## src/rtl/pcw_pkg.sv

```systemverilog
package pcw_pkg;
  localparam int NUM_SRC = 6;
  localparam int SRC_TMR = 0;
  localparam int SRC_CHG = 1;
  localparam int SRC_EXT = 2;
  localparam int SRC_ADC = 3;
  localparam int SRC_PWM = 4;
  localparam int SRC_CMP = 5;
  typedef logic [NUM_SRC-1:0] src_vec_t;
endpackage

```

## src/rtl/pcw_sync.sv

```systemverilog
module pcw_sync #(
  parameter int W      = 8,
  parameter int STAGES = 2
) (
  input  logic         clk,
  input  logic         rst,
  input  logic [W-1:0] d_i,
  output logic [W-1:0] q_o
);
  logic [W-1:0] stg_q [STAGES];

  always_ff @(posedge clk) begin
    if (rst) begin
      for (int i = 0; i < STAGES; i++) stg_q[i] <= '0;
    end else begin
      stg_q[0] <= d_i;
      for (int i = 1; i < STAGES; i++) stg_q[i] <= stg_q[i-1];
    end
  end

  assign q_o = stg_q[STAGES-1];
endmodule

```

## src/rtl/pcw_change_det.sv

```systemverilog
module pcw_change_det #(
  parameter int W = 8
) (
  input  logic         clk,
  input  logic         rst,
  input  logic [W-1:0] val_i,
  input  logic         rd_i,
  input  logic         en_i,
  output logic         chg_o
);
  logic [W-1:0] ref_q;
  logic [W-1:0] diff;

  always_ff @(posedge clk) begin
    if (rst)       ref_q <= '0;
    else if (rd_i) ref_q <= val_i;
  end

  assign diff  = val_i ^ ref_q;
  // A read absorbs the current value as the new reference.
  assign chg_o = en_i && !rd_i && (|diff);
endmodule

```

## src/rtl/pcw_flag_bank.sv

```systemverilog
module pcw_flag_bank #(
  parameter int N = 6
) (
  input  logic         clk,
  input  logic         rst,
  input  logic [N-1:0] set_i,
  input  logic         clr_we_i,
  input  logic [N-1:0] clr_mask_i,
  output logic [N-1:0] pend_o
);
  for (genvar k = 0; k < N; k++) begin : g_flag
    logic flag_q;
    logic clr;
    assign clr = clr_we_i && clr_mask_i[k];
    always_ff @(posedge clk) begin
      if (rst)           flag_q <= 1'b0;
      else if (set_i[k]) flag_q <= 1'b1;
      else if (clr)      flag_q <= 1'b0;
    end
    assign pend_o[k] = flag_q;
  end
endmodule

```

## src/rtl/pcw_arbiter.sv

```systemverilog
module pcw_arbiter #(
  parameter int N                 = 6,
  parameter int VEC_W             = 12,
  parameter logic [VEC_W-1:0] VEC = 12'h006
) (
  input  logic             clk,
  input  logic             rst,
  input  logic [N-1:0]     pend_i,
  input  logic [N-1:0]     en_i,
  input  logic             gie_i,
  input  logic             sleep_i,
  output logic             wake_o,
  output logic             vec_req_o,
  output logic [VEC_W-1:0] vec_addr_o
);
  logic             any_act;
  logic             taken_q;
  logic             req_d;
  logic             wake_q;
  logic             req_q;
  logic [VEC_W-1:0] addr_q;

  assign any_act = |(pend_i & en_i);
  assign req_d   = gie_i && any_act && !taken_q;

  always_ff @(posedge clk) begin
    if (rst) begin
      taken_q <= 1'b0;
      wake_q  <= 1'b0;
      req_q   <= 1'b0;
      addr_q  <= '0;
    end else begin
      taken_q <= any_act && (taken_q || req_d);
      wake_q  <= sleep_i && any_act;
      req_q   <= req_d;
      addr_q  <= req_d ? VEC : '0;
    end
  end

  assign wake_o     = wake_q;
  assign vec_req_o  = req_q;
  assign vec_addr_o = addr_q;
endmodule

```

## src/rtl/pcw_intr_unit.sv

```systemverilog
module pcw_intr_unit
  import pcw_pkg::*;
#(
  parameter int PORT_W               = 8,
  parameter int SYNC_STAGES          = 2,
  parameter int VEC_W                = 12,
  parameter logic [VEC_W-1:0] VEC_ADDR = 12'h006
) (
  input  logic              clk,
  input  logic              rst,
  input  logic [PORT_W-1:0] pin_i,
  input  logic              port_rd_i,
  output logic [PORT_W-1:0] port_val_o,
  input  logic [NUM_SRC-1:0] evt_i,
  input  logic [NUM_SRC-1:0] src_en_i,
  input  logic              gie_i,
  input  logic              sleep_i,
  input  logic              clr_we_i,
  input  logic [NUM_SRC-1:0] clr_mask_i,
  output logic [NUM_SRC-1:0] pend_o,
  output logic              wake_o,
  output logic              vec_req_o,
  output logic [VEC_W-1:0]  vec_addr_o
);
  logic [PORT_W-1:0] port_sync;
  logic              chg_evt;
  src_vec_t          set_vec;

  pcw_sync #(.W(PORT_W), .STAGES(SYNC_STAGES)) u_sync (
    .clk(clk), .rst(rst), .d_i(pin_i), .q_o(port_sync)
  );

  pcw_change_det #(.W(PORT_W)) u_chg (
    .clk(clk), .rst(rst), .val_i(port_sync), .rd_i(port_rd_i),
    .en_i(src_en_i[SRC_CHG]), .chg_o(chg_evt)
  );

  always_comb begin
    set_vec          = evt_i;
    set_vec[SRC_CHG] = chg_evt;
  end

  pcw_flag_bank #(.N(NUM_SRC)) u_flags (
    .clk(clk), .rst(rst), .set_i(set_vec), .clr_we_i(clr_we_i),
    .clr_mask_i(clr_mask_i), .pend_o(pend_o)
  );

  pcw_arbiter #(.N(NUM_SRC), .VEC_W(VEC_W), .VEC(VEC_ADDR)) u_arb (
    .clk(clk), .rst(rst), .pend_i(pend_o), .en_i(src_en_i), .gie_i(gie_i),
    .sleep_i(sleep_i), .wake_o(wake_o), .vec_req_o(vec_req_o),
    .vec_addr_o(vec_addr_o)
  );

  assign port_val_o = port_sync;
endmodule

```

## config.mk

```make
export PLATFORM = sky130hd
export DESIGN_NAME = pcw_intr_unit
export DESIGN_NICKNAME = d
export VERILOG_FILES = /design/src/rtl/pcw_pkg.sv /design/src/rtl/pcw_sync.sv /design/src/rtl/pcw_change_det.sv /design/src/rtl/pcw_flag_bank.sv /design/src/rtl/pcw_arbiter.sv /design/src/rtl/pcw_intr_unit.sv
export SDC_FILE = /design/constraint.sdc
export NUM_CORES = 1
export LEC_CHECK = 0
export ABC_AREA = 1
export BUFFER_PORTS_ARGS = -buffer_cell sky130_fd_sc_hd__buf_4
export CAP_MARGIN = 30
export CORE_MARGIN = 4
export CORE_UTILIZATION = 44
export CTS_BUF_LIST = sky130_fd_sc_hd__clkbuf_8
export CTS_CLUSTER_DIAMETER = 200
export CTS_CLUSTER_SIZE = 40
export DETAILED_ROUTE_END_ITERATION = 16
export GPL_ROUTABILITY_DRIVEN = 1
export PLACE_DENSITY = 0.89
export SYNTH_ARGS = -nofsm -noshare
export SYNTH_HDL_FRONTEND = slang
export SYNTH_SLANG_ARGS = --single-unit
```

## constraint.sdc

```tcl
create_clock -name clk -period 0.8 [get_ports clk]
set_input_delay 0.16 -clock clk [delete_from_list [all_inputs] [get_ports clk]]
set_output_delay 0.16 -clock clk [all_outputs]
set_load 0.05 [all_outputs]
```

Word level (Yosys, flattened, before mapping)

Memories as Yosys holds them, arrays and structs flattened.
Index checks and enable logic that the tools add are counted.

Bits in registers: 29
Bits in latches: 0
Bits in writable memories: 16
ROM bits: 0
Output and inout bits: 28
Word-level logic and storage cells: 57
Memories kept: 1

Memories:

| name         | depth | width | rd ports | clocked after memory_dff | wr ports | RTL line       | RTL |
|---|---|---|---|---|---|---|---|
| u_sync.stg_q | 2     | 8     | 2        | 0                        | 2        | pcw_sync.sv:10 | `logic [W-1:0] stg_q [STAGES];` |

Add/sub/neg operators: 0
Multipliers: 0
Divide/modulo/power cells: 0
Order comparisons: 0
Equal/unequal tests: 0
Shift operators: 0
Multiplexer cells: 18
Bitwise logic cells: 4
Reduce and logical (&&, ||, !) cells: 23

Operators with widths:

| operator           | count |
|---|---|
| 8-bit two-way mux  | 2 |
| 1-bit two-way mux  | 15 |
| 1-bit logical AND  | 12 |
| 2-bit nonzero test | 6 |
| 8-bit OR reduction | 1 |
| 8-bit XOR          | 1 |
| 6-bit bitwise AND  | 1 |
| 6-bit OR reduction | 1 |
| 3-bit two-way mux  | 1 |
| 1-bit logical NOT  | 2 |
| 1-bit OR           | 2 |
| 1-bit logical OR   | 1 |

Longest topological paths before layout

Word-level depth: 6
Gate-level depth with buffers: 8

Cells and area by module

From an unflattened synthesis, not the netlist that was laid out.

Cells, all modules: 208
Area, all modules: 1542.7 um^2

By module, submodules not included:

| module         | instances | cells each | area each (um^2) |
|---|---|---|---|
| pcw_sync       | 1         | 58         | 534.3 |
| pcw_change_det | 1         | 77         | 506.7 |
| pcw_flag_bank  | 1         | 36         | 266.5 |
| pcw_arbiter    | 1         | 37         | 235.2 |

Least setup slack after synthesis

Ideal clock, no wire load.

Kind: register -> output
From: reg u_arb.addr_q[1], in the netlist u_arb.vec_addr_o[1]
To: out vec_addr_o[1]
Arrival: 0.914 ns
Data required time: 0.640 ns
Setup slack: -0.274 ns
Cell stages (with the launch flop): 2
Cells stage by stage: dfxtp_1 > buf_4

RTL lines:

| element                | RTL line            | RTL |
|---|---|---|
| start, declared        | pcw_arbiter.sv:21   | `logic [VEC_W-1:0] addr_q;` |
| start signal, assigned | pcw_arbiter.sv:36   | `addr_q <= req_d ? VEC : '0;` |
| end, declared          | pcw_intr_unit.sv:23 | `output logic [VEC_W-1:0] vec_addr_o` |

No word-level cell between the ends.

==> run metrics <==
Power Density=1920 nW/µm²; most frequent cells in the layout=buf_4 (38), nand2_1 (34), nor2_1 (28); footprint of the multi-input gates=480 µm²; status=finished, violations left; Final Cycle Share=1.34; Rows=20; layout cell share with drive strength beyond 1=0.438; Max VDD drop=1.33 mV; initial cell density of the core=0.457; routed vias/inst=4.31; sequential area share after synthesis=0.473; Buffers on Ports=48; initial antenna violation count=0; synth unique cells=16; Crit-path slowest cell=dfxtp_2; post-synthesis cell area=1400 µm²; chip height=64.3 µm; r2r setup slk=-270 ps; Worst Path Max Fanout=2; # diodes=0; Initial DRC Count=29; Mapped Cells=186; final slew viol count=0; RSZ-0062 raised after global routing=true; pin count of the biggest net entering global routing=23; CP most frequent cell=nand2_1; kind of critical path=flop to flop; CP Launch Point=u_sync.stg_q[0][12]; vias in the first global route=1,072; CP Capture Type=flop; Core Area=3050 µm²; DR vias=1,234; Req. time, crit path=960 ps; Leak=1.06 nW; ANT nets after route=0; first-pass GRT wire length=4.81 mm; hold_buf cts=0; Max Root-Sink Buffers=2; Setup crit end=u_flags.g_flag[1].flag_q; Placed Instances=270; DRT Wirelength=3.44 mm; final std cells w/o fill=286; # nets final=273; Max-Cap Viols=0; clock sink count=33; crit-path cells=buf_4, xnor2_2, nand2_1, nor2_2, nand2_1, nand2_1, a21oi_2; CTS HTree Levels=2; worst r2r path cells=7; cell area after layout=2130 µm²; drt pass-1 iters=4; worst hold slack=73.8 ps; Area Growth Syn to Fin=52.5%; crit-path max cell delay=330 ps; Root Driver=clkbuf_8; Reg area=688 µm²; DIE AREA=4140 µm²; # DRC=0; commonest non-fill, non-tap cell in the layout=buf_4; CP arrival=1240 ps; Syn Area/Cell=7.51 µm²; Final setup viols=22; Reg2Reg Capture Point=u_flags.g_flag[1].flag_q; drt wl/cell=12.0 µm; Post-DP HPWL=1.99 mm; Critical Path Start Type=flop; Ys Warns=0; Die Wd=64.3 µm; fin crit period=1070 ps; min-delay worst type=input pin to flop; GR Overflow Total=0; routability cong.=0.801; failing checks=negative setup slack; worst slack, placed=-128 ps; Final Hold Violating Endpoints=0; FMAX=933 MHz; number of fill cells=235; Clock transition at path regs=60 ps; TritonCTS clock tree=yes; Reg2Reg Launch Point=u_sync.stg_q[0][12]; Final WS setup=-272 ps; TritonCTS buffer count=5; clk_lat worst skew=280 ps; register bit total from synthesis=33; Top Ports=60; GRT Overall Usage=0.155; DP Area=1730 µm²; Worst Skew=2.84 ps
worst min path at each step:
stage,startpoint,endpoint,slack [ps],cells past startpoint
floorplan,rst,u_flags.g_flag[1].flag_q,220,1
global placement,pin_i[4],u_sync.stg_q[0][4],360,3
detailed placement,pin_i[0],u_sync.stg_q[0][0],370,3
CTS,pin_i[1],u_sync.stg_q[0][1],80,3
global route,pin_i[3],u_sync.stg_q[0][3],80,3
finish,pin_i[0],u_sync.stg_q[0][0],70,3
state kept, by name, summed over array words and instances, names as in the netlist:
signal and count:
u_arb.taken_q 1, u_arb.vec_addr_o 1, u_arb.wake_o 1, u_chg.ref_q 8, u_flags.g_flag.flag_q 6, u_sync.stg_q 16
power breakdown:
part | total [mW] | internal (mW) | switching, mW
registers | 1.82 | 1.74 | 0.0742
logic | 0.916 | 0.394 | 0.521
clock network | 1.35 | 0.777 | 0.576
total | 4.09 | 2.91 | 1.17
stage by stage:
stage	total power [mW]	utilization	setup TNS, ps
floorplan	2.40	-	-45.1
global placement	2.55	0.566	-166
detailed placement	2.57	0.566	-208
CTS	4.03	0.680	-4160
global route	4.24	0.698	-4990
finish	4.09	0.698	-4270
final cells by class:
cell class / instances / area share
Clock buffer: 7 / 0.0452
Clock inverter: 1 / 0.00235
Inverter: 30 / 0.0529
Multi-Input combinational cell: 103 / 0.226
Sequential cell: 33 / 0.323
Tap cell: 44 / 0.0259
Timing Repair Buffer: 68 / 0.325
timing repair:
action	CTS	global route
buffers inserted	5	3
pin swaps	5	9
resized for setup	60	10
endpoints found under the setup margin	22	22
critical path: cells and delay by family (launching register included):
family / cells / cell delay (ps)
DFF: 1 / 330
and+or+nand+nor: 4 / 330
xor gates and xnor gates: 1 / 110
AOI/OAI and AO/OA: 1 / 50
buffers and inverters: 1 / 140
synthesized netlist by cell type:
cell      n  share of area
o21ai_2   1         0.0063
conb_1    1         0.0027
buf_2     2         0.0072
a21oi_1  10          0.036
xnor2_1   3          0.019
dfxtp_1  33           0.47
buf_4    26           0.14
inv_2     1         0.0027
a21oi_2   1         0.0063
nor2_1   33          0.089
inv_1    29          0.078
buf_6     1         0.0081
nor3b_1   1         0.0054
nand2_1  35          0.094
nand4_1   1         0.0045
o21ai_0   8          0.029
cell families after synthesis:
kind of cell,count (synthesis),synth area share
flops,33,0.473
other cells,1,0.00269
simple gates,70,0.193
compound gates,20,0.0771
xor+xnor,3,0.0188
buf+inv,59,0.236
layer usage:
metal / vias up / wire length (µm) / global-route usage / share of wire
met5: - / 0 / 0 / 0
met1: 562 / 1240 / 0.154 / 0.36
met3: 15 / 174 / 0.0510 / 0.051
met2: 36 / 1890 / 0.282 / 0.55
li1: 621 / - / - / -
met4: 0 / 136 / 0.0818 / 0.040
Power figures use the tool's default switching activity.
